**src/rtl/mbox_dual_inbox.sv**
```systemverilog
module mbox_dual_inbox #(
  parameter int AW = 6,
  parameter int HW = 16
) (
  input  logic          clk,
  input  logic          rst_n,
  input  logic [AW-1:0] host_addr,
  input  logic          host_wr,
  input  logic [HW-1:0] host_wdata,
  input  logic          host_rd,
  output logic [HW-1:0] host_rdata,
  input  logic [AW-1:0] peer_addr,
  input  logic          peer_wr,
  input  logic [HW-1:0] peer_wdata,
  input  logic          peer_rd,
  output logic [HW-1:0] peer_rdata,
  output logic          irq_peer,
  output logic          irq_host1,
  output logic          irq_host2
);
  localparam int NCH      = 3;
  localparam int CH_STEP  = 8;
  localparam int FLG_BASE = NCH * CH_STEP;

  logic [HW-1:0] data_q [NCH];
  logic [HW-1:0] cmd_q  [NCH];
  logic [NCH-1:0] flag_q;

  logic [NCH-1:0] h_dat, h_cmd, h_flg, p_dat, p_cmd, p_flg;

  for (genvar c = 0; c < NCH; c++) begin : g_ch
    localparam logic [AW-1:0] A_DAT = AW'(c * CH_STEP);
    localparam logic [AW-1:0] A_CMD = AW'(c * CH_STEP + 4);
    localparam logic [AW-1:0] A_FLG = AW'(FLG_BASE + c * 4);

    assign h_dat[c] = host_addr == A_DAT;
    assign h_cmd[c] = host_addr == A_CMD;
    assign h_flg[c] = host_addr == A_FLG;
    assign p_dat[c] = peer_addr == A_DAT;
    assign p_cmd[c] = peer_addr == A_CMD;
    assign p_flg[c] = peer_addr == A_FLG;

    wire          snd_wr  = (c == 0) ? host_wr    : peer_wr;
    wire [HW-1:0] snd_wd  = (c == 0) ? host_wdata : peer_wdata;
    wire          wr_dat  = snd_wr && ((c == 0) ? h_dat[c] : p_dat[c]);
    wire          wr_cmd  = snd_wr && ((c == 0) ? h_cmd[c] : p_cmd[c]);
    wire          consume = (c == 0) ? (peer_rd && p_cmd[c]) : (host_rd && h_cmd[c]);

    always_ff @(posedge clk or negedge rst_n) begin
      if (!rst_n) begin
        data_q[c] <= '0;
        cmd_q[c]  <= '0;
        flag_q[c] <= 1'b0;
      end else begin
        if (wr_dat) data_q[c] <= snd_wd;
        if (wr_cmd) cmd_q[c]  <= snd_wd;
        if (wr_cmd)       flag_q[c] <= 1'b1;
        else if (consume) flag_q[c] <= 1'b0;
      end
    end
  end

  always_comb begin
    host_rdata = '0;
    peer_rdata = '0;
    for (int c = 0; c < NCH; c++) begin
      if (host_rd) begin
        if (h_dat[c]) host_rdata = data_q[c];
        if (h_cmd[c]) host_rdata = cmd_q[c];
        if (h_flg[c]) host_rdata = HW'(flag_q[c]);
      end
      if (peer_rd) begin
        if (p_dat[c]) peer_rdata = data_q[c];
        if (p_cmd[c]) peer_rdata = cmd_q[c];
        if (p_flg[c]) peer_rdata = HW'(flag_q[c]);
      end
    end
  end

  assign irq_peer  = flag_q[0];
  assign irq_host1 = flag_q[1];
  assign irq_host2 = flag_q[2];
endmodule


```
**config.mk**
```make
export PLATFORM = sky130hd
export DESIGN_NAME = mbox_dual_inbox
export DESIGN_NICKNAME = d
export VERILOG_FILES = /design/src/rtl/mbox_dual_inbox.sv
export SDC_FILE = /design/constraint.sdc
export NUM_CORES = 1
export LEC_CHECK = 0
export BUFFER_PORTS_ARGS = -buffer_cell sky130_fd_sc_hd__buf_2
export CORE_ASPECT_RATIO = 0.8
export CORE_UTILIZATION = 40
export CTS_CLUSTER_SIZE = 12
export DETAILED_ROUTE_END_ITERATION = 10
export GPL_TIMING_DRIVEN = 0
export SYNTH_ARGS = -nofsm -noshare
export SYNTH_HDL_FRONTEND = slang
export SYNTH_SLANG_ARGS = --single-unit
```
**constraint.sdc**
```tcl
create_clock -name clk -period 4.2 [get_ports clk]
set_input_delay 1.05 -clock clk [delete_from_list [all_inputs] [get_ports clk]]
set_output_delay 1.05 -clock clk [all_outputs]
set_load 0.05 [all_outputs]
```
==> results of run 1 <==
-- layout make-up --
class	count	area [µm²]
inverters	4	15.0
repair buffers	85	484
clock inverters	4	33.8
plain buffers	41	196
well taps	180	225
fillers	1268	6790
multi-input cells	354	3120
clock buffers	12	256
flip-flops and latches	99	2480
-- what timing repair did --
action,CTS,global route
setup endpoints to repair,25,25
gates resized for setup,16,18
setup buffers,4,0
pin swaps,2,1
-- flip-flops by register name, summed over array words and instances (netlist names) --
| signal | count |
|---|---|
| irq_host1 | 1 |
| cmd_q | 48 |
| irq_host2 | 1 |
| data_q | 48 |
| irq_peer | 1 |
-- worst max-delay path, cell delays in order --
cell and delay [ps]:
clkbuf_1 190, nor4_4 490, nand3b_1 210, nand2_1 340, buf_2 400, a311oi_2 80
buf_2 280
-- where the power goes --
group / switching [mW] / leakage [nW] / total [mW] / internal, mW
Combinational: 0.226 / 1.66 / 0.437 / 0.211
Clock: 0.390 / 0.139 / 0.829 / 0.439
Sequential: 0.104 / 1.31 / 1.19 / 1.08
Total: 0.720 / 3.11 / 2.45 / 1.73
-- metal layers --
metal  vias to the layer above  share of wire [%]  track usage [%]
li1                       2095                  -                -
met1                      2326                 46             36.1
met2                       202                 44             37.1
met3                        13                8.9             8.52
met4                         0                1.0             6.90
met5                         -                  0                0
-- metrics by stage --
step,std cells,util [%]
final,779,50.1
after global routing,779,50.1
after CTS,779,49.9
after global placement,759,47.0
after detailed placement,760,47.2
after floorplan,499,-
-- cell families (layout without fill, tap and decap cells) --
| family | count (synthesis) | in the layout | share of synthesized area [%] |
|---|---|---|---|
| AOI/OAI and AO/OA | 94 | 94 | 13.7 |
| buffers and inverters | 46 | 146 | 3.58 |
| DFF | 99 | 99 | 44.4 |
| muxes | 127 | 127 | 26.4 |
| and+or+nand+nor | 133 | 133 | 12.0 |
-- cell usage after synthesis (all sizes together) (2+ instances only) --
cell type	instances
clkbuf	28
mux2	124
mux2i	2
nand3	22
or4	3
nor4	3
a211oi	3
inv	4
nand2b	3
o32ai	13
nor3	6
nand4	2
buf	14
nor3b	2
a21oi	3
o21ai	9
nor2	46
a311oi	28
dfrtp	99
nand2	24
or3	14
a31oi	2
o2111ai	14
nor2b	4
o22ai	2
o22a	14
-- worst max-delay path by stage --
| stage | slack (ps) | depth (start not counted) | end | from |
|---|---|---|---|---|
| final | 100 | 7 | host_rdata[13] | host_addr[3] |
| after global routing | 10 | 6 | host_rdata[13] | host_addr[3] |
| after CTS | 7 | 8 | peer_rdata[7] | peer_addr[4] |
| after detailed placement | -400 | 7 | host_rdata[13] | host_addr[3] |
| after global placement | -370 | 6 | host_rdata[7] | host_addr[4] |
| after floorplan | 30 | 6 | peer_rdata[9] | peer_addr[2] |
==> summary.txt, run 1 <==
Setup path
  • R2R Setup Slk: between 3000 and 4000 ps
  • Setup CP Type: input port to output pin
  • R2r endpoint: data_q[20]
  • CP max FO: 10
  • R2R depth: 1
  • Worst path arrival time: between 3000 and 4000 ps
  • Type of origin of the critical path: input port
  • CP required: 3150 ps
  • Critical Path Sink Type: output pin
  • FF-to-FF Start: data_q[20]

Finish
  • Leading cell type in the layout, fill and taps excluded: mux2_2
  • Final nets: ~640
  • Diode count: 0
  • Most frequent cells in the layout: mux2_2, dfrtp_1, buf_2
  • Synth-to-layout area growth: 21.9%
  • Ratio of cells with drive above 1 in the final layout: 48.1%
  • Finished Cell Area: between 6000 and 7000 µm²

Power and ir drop
  • Final Power: around 2.5 mW
  • Peak VDD IR: between 150 and 200 µV
  • Pleak: slightly above 3 nW
  • Power per cell area: 360 nW/µm²

STA
  • Slew Limit Fails: 0
  • Period utilization: 97.6%
  • Max Clock Skew: 0 ps
  • Fmax: roughly 240 MHz
  • Worst Tran Pin Value: between 700 and 800 ps
  • Setup TNS: 0 ps
  • Hold Slack: about 530 ps
  • Slew margin rel.: between 40% and 50%
  • Final setup vio count: 0
  • Unrepaired setup endpoints after global routing: no
  • Hold Vio Cnt, Final: 0
  • Fin worst setup slack: about 100 ps
  • Final min period: approximately 4100 ps

GRT
  • Initial antenna violation count: 0
  • Largest net degree at the start of global routing: 56
  • GRT Overall Usage: about a quarter
  • GRT overflow: 0
  • First-pass GRT wire length: 27400 µm
  • Vias in the first global route: roughly 4700

Placed design
  • DP Area: around 6400 µm²
  • Placer Congestion: 0.909
  • Placement Setup Slack: -401 ps
  • Port Buf Inserts: 80
  • Detailed-placement wirelength estimate: 12800 µm

Synth
  • Synth Flop Type: dfrtp_1
  • Sequential-to-total area share from yosys stat: 44.4%
  • Synth top area share: 44.4%
  • Flops & latches, synth: a little under 100
  • Mean Syn Cell Area: roughly 11 µm²
  • Cells after Synth: between 400 and 500
  • Syn_nets: 549
  • Synth warn: 0
  • Yosys top cell by area: dfrtp_1
  • Top post-synthesis cells by area: dfrtp_1, mux2_2, a311oi_1, nor2_1, mux2_4
  • Distinct cells, synth: between 40 and 50
  • Mapped Area: 5590 µm²
  • Number of flops mapped to enable cells by yosys: 0
  • Post-synth ARST share: 100%

Floorplanning
  • Starting Density: roughly two fifths
  • Core outline area: 13600 µm²
  • Ports: 85
  • Rows: 38
  • Total die area: 14400 µm²
  • Die height: approximately 110 µm
  • DIE WIDTH: about 130 µm

Clock network
  • Clk buf depth: 2
  • H-tree Lvls: 3
  • Cts hold-fix bufs: 0
  • Root Buffer: clkbuf_16
  • CTS tree: done
  • CTS clk-pin slew, worst paths: ~60 ps
  • Clk_lat worst skew: around 360 ps
  • Total CTS buffers: 9
  • Clk sinks: slightly below 100

Hold path
  • Hold Startpoint: data_q[33]
  • Worst Hold Class: flop to flop
  • Worst hold path depth: 1
  • Hold Path End: data_q[33]

Route
  • Wire per inst: ~23 µm
  • 1st-iter DRT viols: between 300 and 400
  • Vias: between 4000 and 5000
  • Residual DRC count: 0
  • Overall routed net length: between 15000 and 20000 µm
  • DR vias/cell: between 5 and 6
  • Post-route ant nets: 0
  • Pre-antenna DRT Iters: 5

Job
  • Maxcap violations: 0

Outcome
  • Status: complete, no violations
(Power assumes the default switching activity.)
==> run 2: changes to the inputs <==
CELL_PAD_IN_SITES_DETAIL_PLACEMENT = 0   (was default)
CELL_PAD_IN_SITES_GLOBAL_PLACEMENT = 2   (was default)
PLACE_DENSITY_LB_ADDON = 0.1   (was default)
==> summary.txt, run 2 (synthesized netlist as in run 1, its figures left out) <==
Floorplanning
  • Die height: 108 µm (unchanged)
  • Starting Density: 41.1% (unchanged)
  • Rows: 38 (unchanged)
  • DIE WIDTH: 134 µm (unchanged)
  • Ports: 85 (unchanged)
  • Core outline area: 13600 µm² (unchanged)
  • Total die area: 14400 µm² (unchanged)

STA
  • Max Clock Skew: 0 ps (unchanged)
  • Hold Slack: 529 ps (+0.0350 ps)
  • Slew Limit Fails: 0 (unchanged)
  • Worst Tran Pin Value: 765 ps (-29.5 ps)
  • Slew margin rel.: 49.0% (+2.0 points)
  • Final setup vio count: 0 (unchanged)
  • Fmax: 242 MHz (-0.76%)
  • Final min period: 4130 ps (+31.3 ps)
  • Hold Vio Cnt, Final: 0 (unchanged)
  • Setup TNS: 0 ps (unchanged)
  • Period utilization: 98.3% (+0.75 points)

GRT
  • Largest net degree at the start of global routing: 68 (+21%)
  • Initial antenna violation count: 0 (unchanged)
  • GRT overflow: 0 (unchanged)
  • Vias in the first global route: 4643 (-1.8%)
  • GRT Overall Usage: 26.6% (+1.0 points)
  • First-pass GRT wire length: 27900 µm (+1.8%)

Finish
  • Diode count: 0 (unchanged)
  • Most frequent cells in the layout: mux2_2, dfrtp_1, buf_2
  • Synth-to-layout area growth: 22.1%
  • Final nets: 645 (+0.16%)
  • Ratio of cells with drive above 1 in the final layout: 48.7% (+0.59 points)
  • Leading cell type in the layout, fill and taps excluded: mux2_2
  • Filler cell count: 1276 (+0.63%)
  • Final cell count without fillers: 780 (+0.13%)
  • Util after Layout: 50.1% (+0.064 points)
  • Largest regs: cmd_q: 48 flops, data_q: 48 flops

Route
  • Residual DRC count: 0 (unchanged)
  • Wire per inst: 23.3 µm (+3.3%)
  • Vias: 4633 (-0.065%)
  • Pre-antenna DRT Iters: 7 (+2)
  • Post-route ant nets: 0 (unchanged)
  • 1st-iter DRT viols: 373 (+12%)
  • DR vias/cell: 5.94 (-0.19%)
  • Overall routed net length: 18100 µm (+3.4%)

Setup path
  • R2r endpoint: data_q[32]
  • R2R depth: 1 (unchanged)
  • CP max FO: 10 (unchanged)
  • CP startpoint: peer_addr[5]
  • Setup CP Type: input port to output pin
  • Critical path capture point: peer_rdata[12]
  • Type of origin of the critical path: input port
  • FF-to-FF Start: data_q[32]
  • Critical Path Sink Type: output pin
  • Worst path arrival time: 3080 ps (+30 ps)
  • R2R Setup Slk: 3380 ps (-20 ps)
  • CP required: 3150 ps (about the same)

Placed design
  • Placer Congestion: 0.884 (-2.8%)
  • Port Buf Inserts: 80 (unchanged)
  • Detailed-placement wirelength estimate: 13300 µm (+3.7%)
  • DP Cell Count: 760 (unchanged)

Power and ir drop
  • Power per cell area: 365 nW/µm² (+1.3%)
  • Peak VDD IR: 260 µV (+44%)
  • Pleak: 3.13 nW (+0.46%)
  • Final Power: 2.49 mW (+1.4%)

Clock network
  • Clk_lat worst skew: 350 ps (about the same)
  • Clk sinks: 99 (unchanged)
  • H-tree Lvls: 3 (unchanged)
  • Root Buffer: clkbuf_16
  • Clk buf depth: 2 (unchanged)
  • CTS tree: done
  • Total CTS buffers: 9 (unchanged)
  • CTS clk-pin slew, worst paths: 70 ps (about the same)

Hold path
  • Worst Hold Class: flop to flop

Job
  • Maxcap violations: 0 (unchanged)

Outcome
  • Status: complete, no violations
## run 2: cell types whose count changed in the layout (fill, tap and decap cells not counted), moves of 2 or more
cell	change
buf_2	+4
buf_4	-3
clkbuf_1	-2
clkbuf_2	+2
clkbuf_8	-2
## run 2: worst min path at each step
stage / depth (start not counted) / startpoint / end
detailed placement: 1 / cmd_q[42] / cmd_q[42]
finish: 1 / data_q[34] / data_q[34]
floorplan: 1 / data_q[32] / data_q[32]
global placement: 1 / cmd_q[39] / cmd_q[39]
CTS: 1 / cmd_q[39] / cmd_q[39]
global route: 1 / data_q[40] / data_q[40]
## run 2: repair_timing
item / CTS / global route
endpoints found under the setup margin: 26 / 25
pin swaps: 2 / 2
resized for setup: 14 / 13
setup buffers: 3 / 2
hold buffers: 0 / 0
## run 2: critical path, cell delays in order
cell and delay [ps]:
buf_2 140, or4_1 510, buf_2 200, buf_2 230, o32ai_1 310, or3_1 240
a311oi_2 140, buf_4 250
## run 2: power by group
| part | leakage [nW] | switching [mW] | total, mW | internal [mW] |
|---|---|---|---|---|
| Sequential | 1.31 | 0.103 | 1.18 | 1.08 |
| Combinational | 1.67 | 0.232 | 0.444 | 0.212 |
| Clock | 0.142 | 0.392 | 0.858 | 0.467 |
## run 2: area by class of cell
type	instances	area [µm²]	area share, %
clock inverters	7	76.3	1.12
plain buffers	41	198	2.90
well taps	180	225	3.30
repair buffers	86	475	6.97
flip-flops and latches	99	2480	36.3
clock buffers	9	225	3.30
multi-input cells	354	3130	45.9
inverters	4	15.0	0.220
## run 2: through the flow
stage	worst slack, ps	cell area [µm²]
after floorplan	30.7	5770
after global placement	-367	6390
after detailed placement	-367	6420
after CTS	0.683	6780
after global routing	-41.6	6820
final	71.5	6820
## run 2: layer usage
metal / track usage (%) / vias to the layer above / share of wire (%)
li1: - / 2104 / -
met1: 40.3 / 2340 / 51
met2: 37.7 / 174 / 41
met5: 0 / - / 0
met4: 6.66 / 0 / 1.1
met3: 6.12 / 15 / 7.1
